**config.mk**
```make
export PLATFORM = sky130hd
export DESIGN_NAME = sdram_burst_colseq
export DESIGN_NICKNAME = d
export VERILOG_FILES = /design/src/rtl/colseq_pkg.sv /design/src/rtl/colseq_beat_ctr.sv /design/src/rtl/colseq_addr_gen.sv /design/src/rtl/sdram_burst_colseq.sv
export SDC_FILE = /design/constraint.sdc
export NUM_CORES = 1
export LEC_CHECK = 0
export ABC_AREA = 1
export ABC_CLOCK_PERIOD_IN_PS = 2300
export BUFFER_PORTS_ARGS = -buffer_cell sky130_fd_sc_hd__buf_2
export CAP_MARGIN = 20
export CELL_PAD_IN_SITES_DETAIL_PLACEMENT = 2
export CELL_PAD_IN_SITES_GLOBAL_PLACEMENT = 2
export CORE_ASPECT_RATIO = 1.25
export CORE_UTILIZATION = 32
export CTS_BUF_LIST = sky130_fd_sc_hd__clkbuf_4 sky130_fd_sc_hd__clkbuf_8
export DETAILED_ROUTE_END_ITERATION = 10
export MAX_ROUTING_LAYER = met4
export PLACE_DENSITY_LB_ADDON = 0.1
export SETUP_SLACK_MARGIN = 0.4
export SLEW_MARGIN = 15
export SYNTH_ARGS = -nofsm -noshare
export SYNTH_HDL_FRONTEND = slang
export SYNTH_SLANG_ARGS = --single-unit
export TNS_END_PERCENT = 50
```
**constraint.sdc**
```tcl
create_clock -name clk -period 2.3 [get_ports clk]
set_input_delay 0.345 -clock clk [delete_from_list [all_inputs] [get_ports clk]]
set_output_delay 0.345 -clock clk [all_outputs]
set_load 0.01 [all_outputs]
```
**src/rtl/colseq_pkg.sv**
```systemverilog
package colseq_pkg;

  localparam logic [2:0] LEN_ONE  = 3'd0;
  localparam logic [2:0] LEN_TWO  = 3'd1;
  localparam logic [2:0] LEN_FOUR = 3'd2;
  localparam logic [2:0] LEN_EGHT = 3'd3;
  localparam logic [2:0] LEN_PAGE = 3'd7;

  typedef enum logic {ORD_LINEAR = 1'b0, ORD_XOR = 1'b1} order_e;

  // Beats delivered by a fixed-length code (full page returns 1, unused there)
  function automatic int unsigned beats_of(input logic [2:0] code);
    case (code)
      LEN_TWO:  return 2;
      LEN_FOUR: return 4;
      LEN_EGHT: return 8;
      default:  return 1;
    endcase
  endfunction

  function automatic logic is_page(input logic [2:0] code);
    return code == LEN_PAGE;
  endfunction

endpackage

```
**src/rtl/colseq_beat_ctr.sv**
```systemverilog
module colseq_beat_ctr
  import colseq_pkg::*;
#(
  parameter int COL_W = 8
) (
  input  logic             clk,
  input  logic             rst_n,
  input  logic             start_i,
  input  logic             stop_i,
  input  logic [2:0]       blen_i,
  output logic [COL_W-1:0] beat_o,
  output logic             valid_o,
  output logic             last_o,
  output logic             launch_o,
  output logic             running_o,
  output logic             page_o
);

  logic [COL_W-1:0] beat_q, last_idx_q, beat_nxt;
  logic             valid_q, last_q, page_q;

  assign running_o = valid_q & ~last_q;
  assign launch_o  = start_i & ~running_o;
  assign beat_nxt  = beat_q + 1'b1;

  always_ff @(posedge clk) begin
    if (!rst_n) begin
      beat_q     <= '0;
      last_idx_q <= '0;
      valid_q    <= 1'b0;
      last_q     <= 1'b0;
      page_q     <= 1'b0;
    end else if (launch_o) begin
      beat_q     <= '0;
      last_idx_q <= COL_W'(beats_of(blen_i) - 1);
      valid_q    <= 1'b1;
      page_q     <= is_page(blen_i);
      last_q     <= !is_page(blen_i) && (beats_of(blen_i) == 1);
    end else if (running_o) begin
      beat_q     <= beat_nxt;
      last_q     <= page_q ? stop_i : (beat_nxt == last_idx_q);
    end else begin
      valid_q    <= 1'b0;
      last_q     <= 1'b0;
    end
  end

  assign beat_o  = beat_q;
  assign valid_o = valid_q;
  assign last_o  = last_q;
  assign page_o  = page_q;

endmodule

```
**src/rtl/colseq_addr_gen.sv**
```systemverilog
module colseq_addr_gen
  import colseq_pkg::*;
#(
  parameter int COL_W = 8
) (
  input  logic [COL_W-1:0] base_i,
  input  logic [COL_W-1:0] beat_i,
  input  logic [2:0]       blen_i,
  input  order_e           order_i,
  input  logic             page_i,
  output logic [COL_W-1:0] col_o
);

  // Wrapping increment inside the aligned block selected by mask
  function automatic logic [COL_W-1:0] linear_col(input logic [COL_W-1:0] base,
                                                  input logic [COL_W-1:0] beat,
                                                  input logic [COL_W-1:0] mask);
    return (base & ~mask) | ((base + beat) & mask);
  endfunction

  function automatic logic [COL_W-1:0] xor_col(input logic [COL_W-1:0] base,
                                               input logic [COL_W-1:0] beat,
                                               input logic [COL_W-1:0] mask);
    return base ^ (beat & mask);
  endfunction

  function automatic logic [COL_W-1:0] page_col(input logic [COL_W-1:0] base,
                                                input logic [COL_W-1:0] beat);
    return base + beat;
  endfunction

  logic [COL_W-1:0] mask;
  assign mask = COL_W'(beats_of(blen_i) - 1);

  always_comb begin
    if (page_i)                 col_o = page_col(base_i, beat_i);
    else if (order_i == ORD_XOR) col_o = xor_col(base_i, beat_i, mask);
    else                        col_o = linear_col(base_i, beat_i, mask);
  end

endmodule

```
**src/rtl/sdram_burst_colseq.sv**
```systemverilog
module sdram_burst_colseq
  import colseq_pkg::*;
#(
  parameter int COL_W = 8
) (
  input  logic             clk,
  input  logic             rst_n,
  input  logic             start_i,
  input  logic [COL_W-1:0] start_col_i,
  input  logic [2:0]       blen_i,
  input  logic             btype_i,
  input  logic             stop_i,
  output logic [COL_W-1:0] col_o,
  output logic             valid_o,
  output logic             last_o
);

  logic [COL_W-1:0] beat_w;
  logic             launch_w, running_w, fullpage_w;
  logic [COL_W-1:0] base_q;
  logic [2:0]       blen_q;
  order_e           order_q;

  colseq_beat_ctr #(.COL_W(COL_W)) u_ctr (
    .clk      (clk),
    .rst_n    (rst_n),
    .start_i  (start_i),
    .stop_i   (stop_i),
    .blen_i   (blen_i),
    .beat_o   (beat_w),
    .valid_o  (valid_o),
    .last_o   (last_o),
    .launch_o (launch_w),
    .running_o(running_w),
    .page_o   (fullpage_w)
  );

  // Mode capture: only the launch edge looks at the mode inputs
  always_ff @(posedge clk) begin
    if (!rst_n) begin
      base_q  <= '0;
      blen_q  <= LEN_ONE;
      order_q <= ORD_LINEAR;
    end else if (launch_w) begin
      base_q  <= start_col_i;
      blen_q  <= blen_i;
      order_q <= order_e'(btype_i);
    end
  end

  colseq_addr_gen #(.COL_W(COL_W)) u_addr (
    .base_i (base_q),
    .beat_i (beat_w),
    .blen_i (blen_q),
    .order_i(order_q),
    .page_i (fullpage_w),
    .col_o  (col_o)
  );

endmodule

```
==> metrics.md <==
| Metric | Value |
|---|---|
| Pwr/cell area | `605 nW/um^2` |
| Yosys top cell area share | `0.325` |
| Clock sinks | `30` |
| Final core occ | `0.436` |
| Hold Slack | `290 ps` |
| Via count | `2030` |
| CP peak stage delay | `between 300 and 400 ps` |
| R2R Path Start | `u_ctr.beat_o[1]` |
| Yosys warning count | `0` |
| F_max | `431 MHz` |
| Routed wire length | `6640 microns` |
| Critical path launch point | `base_q[0]` |
| Max-slew violation count | `0` |
| Worst setup path class | `flop to output pin` |
| Fin area | `2390 sq um` |
| Pin count of the biggest net entering global routing | `19` |
| Syn Inst Count | `~280` |
| Crit share post-route | `1.01` |
| Fin crit period | `between 2000 and 2500 ps` |
| FFs w/ async S/R, synth | `0` |
| Flops & latches, synth | `30` |
| TritonCTS clock tree | `done` |
| Initial antenna violation count | `0` |
| Final Skew | `8.60 ps` |
| Cts hold-fix bufs | `0` |
| Die area | `between 6000 and 7000 sq um` |
| Sequential share of the synthesized area | `0.325` |
| Diode count | `0` |
| Critical Path, Cell by Cell | `ha_4 > inv_2 > fa_2 > o21ai_2 > nand2_1 > nand2_1 > a21oi_2 > xor2_1 > o21ai_2 > buf_2` |
| Critical Path AT | `1980 ps` |
| Vias in the first global route | `2205` |
| # port buffers | `25` |
| Die Y | `86.9 microns` |
| Final ANT Viol Nets | `0` |
| Layout area overhead | `29.4%` |
| Bufs on Longest Clock Path | `2` |
| Drt pass-1 iters | `4` |
| Clk pin slew, worst setup/hold paths | `approximately 80 ps` |
| Layout cells sized above 1 | `0.275` |
| Worst vdd ir | `0.241 mV` |
| Peak fanout along the critical path | `2` |
| Startpoint Class | `flop` |
| Final setup vio count | `2` |
| PnR worst setup slack | `-22.6 ps` |
| Synth top area cells | `dfxtp_1 33%, nand2_1 11%, inv_1 8.1%` |
| Num rows | `30` |
| Synth unique cells | `27` |
| HP Class | `input port to flop` |
| Post-synth top cells | `56 x nand2_1, 40 x inv_1, 30 x dfxtp_1, 27 x o21ai_0, 26 x a21oi_1` |
| Number of enable flip-flop cells after synthesis | `0` |
| Slew HR | `0.615` |
| Worst slew pin tran | `577 ps` |
| Initial core utilization | `0.337` |
| Routed wire length per instance | `about 17 microns` |
| Crit end category | `output pin` |
| Synthesized area | `roughly 1800 sq um` |
| Critical Path Sink | `col_o[6]` |
| Lkg Pwr | `between 1 and 1.5 nW` |
| RSZ-0062 raised after global routing | `true` |
| # DRC | `0` |
| GPL Wtd Cong | `0.764` |
| Max cap viols | `0` |
| Final hold violation count | `0` |
| Boundary Pins | `26` |
| Post-DP Area | `2090 sq um` |
| Synthesized net count | `302` |
| HPWL after DPL | `around 4700 microns` |
| H-tree depth | `2` |
| CTS root buffer | `clkbuf_8` |
| Area of the core | `around 5500 sq um` |
| Most used flip-flop cell after synthesis | `dfxtp_1` |
| R2R depth | `12` |
| Die width | `69.9 microns` |
| FF-to-FF End | `u_ctr.last_o` |
| Status | `complete, but fails checks` |
| Failing checks | `negative setup slack` |
| R2r setup slk | `570 ps` |
| Cell with the most instances after synthesis | `nand2_1` |
| Fin nets | `about 350` |
| Gr ovfl total | `0` |
| Number of DRC markers in iteration 0 | `58` |
| First-pass GRT wire length | `10800 microns` |
| Synth area leader | `dfxtp_1` |
| Worst-skew pair later-pin latency | `290 ps` |
| Average size of a mapped cell | `6.69 sq um` |
| Vias per cell | `5.29` |
| Critical path's slowest cell | `dfxtp_2` |
| Cts bufs inserted | `5` |
| GRT Overall Usage | `0.237` |
| Critical Path RT | `1960 ps` |
-- where the power goes --
group          internal (mW)  switching (mW)  leakage [nW]  total (mW)
clock                  0.322           0.237        0.0504       0.559
sequential             0.552          0.0355         0.251       0.588
combinational          0.123           0.175         0.723       0.297
total                  0.997           0.447          1.02        1.44
-- flip-flops by register name, summed over array words and instances, names as in the netlist --
name,count
base_q,8
u_ctr.beat_o,8
u_ctr.last_idx_q,7
blen_q,3
order_q,1
u_ctr.last_o,1
u_ctr.page_o,1
u_ctr.valid_o,1
-- kinds of logic after synthesis --
| logic type | count (synthesis) | share of synthesized area |
|---|---|---|
| compound gates | 66 | 0.195 |
| buf+inv | 48 | 0.104 |
| xor+xnor | 5 | 0.0237 |
| simple gates | 117 | 0.280 |
| fa+ha+maj | 10 | 0.0719 |
| flops | 30 | 0.325 |
-- routing by layer --
layer | vias to the layer above | part of all wire | GRT usage | wire [microns]
li1 | 994 | - | - | -
met3 | 8 | 0.022 | 0.0370 | 145
met4 | 0 | 0.0084 | 0.0436 | 56
met5 | - | 0 | - | 0
met1 | 1000 | 0.42 | 0.251 | 2810
met2 | 28 | 0.55 | 0.464 | 3630
-- worst max-delay path, delay by kind of cell, from the launching register on --
family | cells | cell delay (ps)
adder cells (fa/ha/maj) | 2 | 520
flip-flops | 1 | 370
AO/OA/AOI/OAI | 3 | 310
buffers and inverters | 2 | 180
AND/OR/NAND/NOR | 2 | 170
XOR/XNOR | 1 | 150
-- cell type report --
type | count | area, sq um
Fill cell | 667 | 3090
Inverter | 42 | 158
Clock inverter | 3 | 45.0
Sequential cell | 30 | 619
Clock buffer | 5 | 68.8
Multi-Input combinational cell | 198 | 1160
Timing Repair Buffer | 42 | 259
Tap cell | 64 | 80.1
-- worst min path at each step --
stage / start / depth (start not counted) / endpoint / slack [ps]
floorplan: u_ctr.last_idx_q[5] / 2 / u_ctr.last_idx_q[5] / 430
global placement: u_ctr.last_idx_q[5] / 2 / u_ctr.last_idx_q[5] / 440
detailed placement: blen_q[2] / 2 / blen_q[2] / 460
CTS: start_col_i[3] / 3 / base_q[3] / 280
global route: start_col_i[6] / 3 / base_q[6] / 320
finish: start_col_i[4] / 3 / base_q[4] / 290
-- through the flow --
stage	worst slack [ps]	TNS, ps	total power [mW]	instances
2_1_floorplan	396	0	0.755	276
3_3_place_gp	248	0	0.847	367
3_5_place_dp	189	0	0.856	367
4_1_cts	-86.7	-210	1.45	383
5_1_grt	-163	-507	1.52	384
6_report	-22.6	-41.3	1.44	384
-- cell usage in the layout (no fill, tap or decap), types with 4 or more instances in the layout --
cell	synthesis	layout
nand2_1	56	55
inv_1	40	39
buf_2	1	24
a21oi_1	26	23
nor2_1	23	23
nand3_1	24	23
o21ai_0	27	22
dfxtp_1	30	21
buf_4	0	17
dfxtp_2	0	6
o211ai_1	5	5
ha_4	0	5
clkbuf_8	1	5
a21oi_2	1	4
xor2_1	5	4
nand4_1	4	4
-- repair_timing --
item / 4_1_cts / 5_1_grt
endpoints found under the setup margin: 8 / 8
setup buffers: 8 / 1
pin swaps: 8 / 5
gates resized for setup: 24 / 5
No activity file was read; power rests on OpenSTA's default activity.
